**src/rtl/evenodd_pkg.sv**
```systemverilog
package evenodd_pkg;
  localparam int unsigned CW = 3;
  typedef logic [CW-1:0] code_t;

  // Minimised next-state equations; bit 2 is the most significant state bit.
  function automatic code_t next_code(input logic dn, input code_t s);
    code_t n;
    n[2] = dn ? ((s[2] & s[1]) | ~s[0]) : (s[2] ^ s[1]);
    n[1] = ~s[1] & (s[2] | ~s[0]);
    n[0] = dn & (s[2] | s[1] | ~s[0]);
    return n;
  endfunction
endpackage

```
**src/rtl/evenodd_next.sv**
```systemverilog
module evenodd_next
  import evenodd_pkg::*;
(
  input  logic  dn,
  input  code_t cur,
  output code_t nxt
);
  always_comb nxt = next_code(dn, cur);
endmodule

```
**src/rtl/evenodd_reg.sv**
```systemverilog
module evenodd_reg
  import evenodd_pkg::*;
(
  input  logic  clk,
  input  logic  rst,
  input  code_t d,
  output code_t q
);
  always_ff @(posedge clk) begin
    if (rst) q <= '0;
    else     q <= d;
  end
endmodule

```
**src/rtl/evenodd_counter.sv**
```systemverilog
module evenodd_counter
  import evenodd_pkg::*;
(
  input  logic          clk,
  input  logic          rst,
  input  logic          odd_dn,
  output logic [CW-1:0] count_q
);
  code_t state_w;
  code_t next_w;
  logic  in_even_loop;
  logic  in_odd_loop;

  evenodd_next u_next (.dn(odd_dn), .cur(state_w), .nxt(next_w));
  evenodd_reg  u_reg  (.clk(clk), .rst(rst), .d(next_w), .q(state_w));

  assign count_q      = state_w;
  assign in_even_loop = ~odd_dn & ~state_w[0];
  assign in_odd_loop  = odd_dn & (state_w[0] | (state_w == '0));


  reset_zero_chk: assert property (@(posedge clk) rst |=> count_q == '0);


  even_step_chk: assert property (@(posedge clk) disable iff (rst)
    in_even_loop |=> count_q == code_t'($past(count_q) + 3'd2));


  odd_step_chk: assert property (@(posedge clk) disable iff (rst)
    (in_odd_loop && $past(1'b1) && count_q > 3'd1) |=> count_q == code_t'($past(count_q) - 3'd2));


  odd_wrap_chk: assert property (@(posedge clk) disable iff (rst)
    (in_odd_loop && count_q == 3'd0) |=> count_q == 3'd7);


  even_mode_parity_chk: assert property (@(posedge clk) disable iff (rst)
    !odd_dn |=> !count_q[0]);


  odd_mode_landing_chk: assert property (@(posedge clk) disable iff (rst)
    (odd_dn && !in_odd_loop) |=> (count_q == 3'd5 || count_q == 3'd7));
endmodule

```
**config.mk**
```make
export PLATFORM = sky130hd
export DESIGN_NAME = evenodd_counter
export DESIGN_NICKNAME = d
export VERILOG_FILES = /design/src/rtl/evenodd_pkg.sv /design/src/rtl/evenodd_next.sv /design/src/rtl/evenodd_reg.sv /design/src/rtl/evenodd_counter.sv
export SDC_FILE = /design/constraint.sdc
export NUM_CORES = 1
export LEC_CHECK = 0
export BUFFER_PORTS_ARGS = -buffer_cell sky130_fd_sc_hd__buf_4
export CORE_AREA = 2 2 39 41
export DETAILED_ROUTE_END_ITERATION = 6
export DIE_AREA = 0 0 41 43
export PLACE_DENSITY = 0.3
export SLEW_MARGIN = 20
export SYNTH_ARGS = -nofsm -noshare
export SYNTH_HDL_FRONTEND = slang
export SYNTH_SLANG_ARGS = --single-unit
export TNS_END_PERCENT = 5
```
**constraint.sdc**
```tcl
create_clock -name clk -period 1.29 [get_ports clk]
set_input_delay 0.258 -clock clk [delete_from_list [all_inputs] [get_ports clk]]
set_output_delay 0.258 -clock clk [all_outputs]
set_load 0.05 [all_outputs]
```
==> flow_summary_export.csv <==
group,metric,value,unit
logic_synthesis,yosys_warnings,0,
placement,gp_congestion,0.610,
setup_path,crit_chain,"buf_4",
clock_network,cts_root_buf,"clkbuf_4",
routing,drt-initial-drc-count,9,
timing,relSlewSlack,0.854,
logic_synthesis,yosys.area.top_type_share,0.471,
floorplan,fp.coreArea,1380,µm²
clock_network,cts_setup_buffers,0,
clock_network,clk_pin_slew,0.04,ns
timing,fin_crit,1.09,ns
timing,fin_crit_sh,0.845,
routing,vias_per_cell,3.13,
setup_path,cp_max_fo,4,
clock_network,cts_resized,0,
pwr,worst_ir_drop_vdd,448,µV
clock_network,clock_sinks,3,
logic_synthesis,syn_inst,13,
timing,timing.setup.tns,0,ns
clock_network,cts_tree,"yes",
routing,wl_per_cell,7.45,µm
setup_path,crit_arrival,0.83,ns
placement,post-place-ws,0.265,ns
grt,grt_max_degree,5,
finish,fill_cells,158,
logic_synthesis,avgSynthCellArea,9.82,µm²
logic_synthesis,ys_seq_area_frac,0.471,
status,status,"completed",
timing,whs,0.203,ns
timing,finalHoldViolCount,0,
finish,final_common_cell,"buf_4",
grt,grt-ovfl-total,0,
grt,grt_pass1_vias,110,
min_path,hp-class,"primary input to flop",
routing,drc_errors,0,
floorplan,dieWidth,41,µm
floorplan,placementRows,14,
logic_synthesis,syn_nets,18,
finish,area_delta_synth_final,67.6,%
clock_network,ctsLongestPathBuffers,2,
finish,top_register,"u_reg.q",
finish,diodes,0,
clock_network,clk_latency,0.24,ns
setup_path,critPathKind,"flop to output pin",
floorplan,start_util,0.0922,
setup_path,path_delay_family,"flip-flops",
clock_network,hold_buffers,0,
logic_synthesis,ys_ff_latch,3,
logic_synthesis,yosysTopAreaCell,"dfxtp_1",
placement,portBuffers,5,
floorplan,die_y,43,µm
setup_path,crit_slowest_cell,"dfxtp_1",
timing,tightestPinTransition,0.218,ns
floorplan,die-area,1760,µm²
job,drv_cap,0,
routing,vias,119,
timing,fmax,918,MHz
logic_synthesis,synth.distinct_cells,6,
finish,fin_nets,28,
timing,setup_viol,0,
timing,rsz0062_at_grt,"no",
pwr,power.leakage,0.0999,nW
setup_path,critPathBufInv,1,
timing,finClkSkew,0.00890,ns
timing,setup_slack,0.200,ns
floorplan,ios,6,
grt,antenna_found_initial,0,
logic_synthesis,synth_area,128,µm²
finish,reg_top3,"u_reg.q: 3 flops",
setup_path,endpoint_kind,"output pin",
logic_synthesis,netlist_top_cells_area,"dfxtp_1, ha_1, a211oi_1",
grt,grt_usage,0.0491,
finish,largest_reg_flops,3,
timing,slew_violations,0,
setup_path,start_kind,"flop",
clock_network,cts.htree.levels,1,
routing,drt-total-wl,283,µm
finish,layout_common_cells,"buf_4, inv_1, clkbuf_4",
setup_path,cpPeakStageDelay,0.37,ns
grt,grt_first_pass_wirelength,455,µm
setup_path,critPathRequiredTime,1.03,ns
clock_network,cts_buffers,3,
finish,drive_gt1_frac,0.455,
pwr,p_per_area,1620,nW/µm²
routing,first_pass_iters,3,
routing,ant_nets,0,
-- worst reg2reg max path, delay by kind of cell, from the launching register on --
family                     cells  cell delay, ns
buffers and inverters          1            0.05
DFF                            1            0.34
adders and majority gates      1            0.27
AOI/OAI and AO/OA              1            0.24
and+or+nand+nor                1            0.04
-- final timing paths --
check	cells after the start	endpoint	startpoint	slack [ns]
hold / removal	2	u_reg.q[1]	rst	0.20
setup reg to reg	4	u_reg.q[2]	u_reg.q[1]	0.25
setup / recovery	1	count_q[0]	u_reg.q[0]	0.20
hold reg to reg	1	u_reg.q[1]	u_reg.q[1]	0.43
-- report_power, final --
part / internal [mW] / total, mW / switching [mW] / leakage (nW)
sequential: 0.103 / 0.111 / 0.00771 / 0.0255
clock: 0.116 / 0.167 / 0.0511 / 0.0150
combinational: 0.0237 / 0.0687 / 0.0450 / 0.0595
total: 0.243 / 0.347 / 0.104 / 0.0999
-- through the flow --
stage | instances | power (mW) | utilization | area [µm²]
2_1_floorplan | 13 | 0.156 | - | 130
3_3_place_gp | 34 | 0.179 | 0.136 | 188
3_5_place_dp | 34 | 0.180 | 0.136 | 188
4_1_cts | 38 | 0.355 | 0.155 | 214
5_1_grt | 38 | 0.371 | 0.155 | 214
6_report | 38 | 0.347 | 0.155 | 214
-- cell type report --
type | instances | area [µm²] | share of cell area
clock buffers | 4 | 26.3 | 0.123
inverters | 4 | 15.0 | 0.0702
multi-input cells | 6 | 52.6 | 0.246
flip-flops and latches | 3 | 62.6 | 0.292
well taps | 16 | 20.0 | 0.0936
repair buffers | 5 | 37.5 | 0.175
-- routing by layer --
| metal | part of all wire | global-route usage | up-vias |
|---|---|---|---|
| li1 | - | - | 63 |
| met1 | 0.56 | 0.0575 | 50 |
| met2 | 0.29 | 0.0313 | 6 |
| met3 | 0.14 | 0.0785 | 0 |
| met4 | 0 | 0.0400 | 0 |
| met5 | 0 | 0 | - |
-- synthesized netlist by cell type --
master,n
inv_1,4
dfxtp_1,3
a211oi_1,2
ha_1,2
a311oi_1,1
nor2_1,1
-- kinds of logic after synthesis --
| kind of cell | after synthesis | share of synthesized area |
|---|---|---|
| buf+inv | 4 | 0.118 |
| compound gates | 3 | 0.186 |
| simple gates | 1 | 0.0294 |
| flops | 3 | 0.471 |
| fa+ha+maj | 2 | 0.196 |
Note: power is estimated with default switching activity, not from simulation.
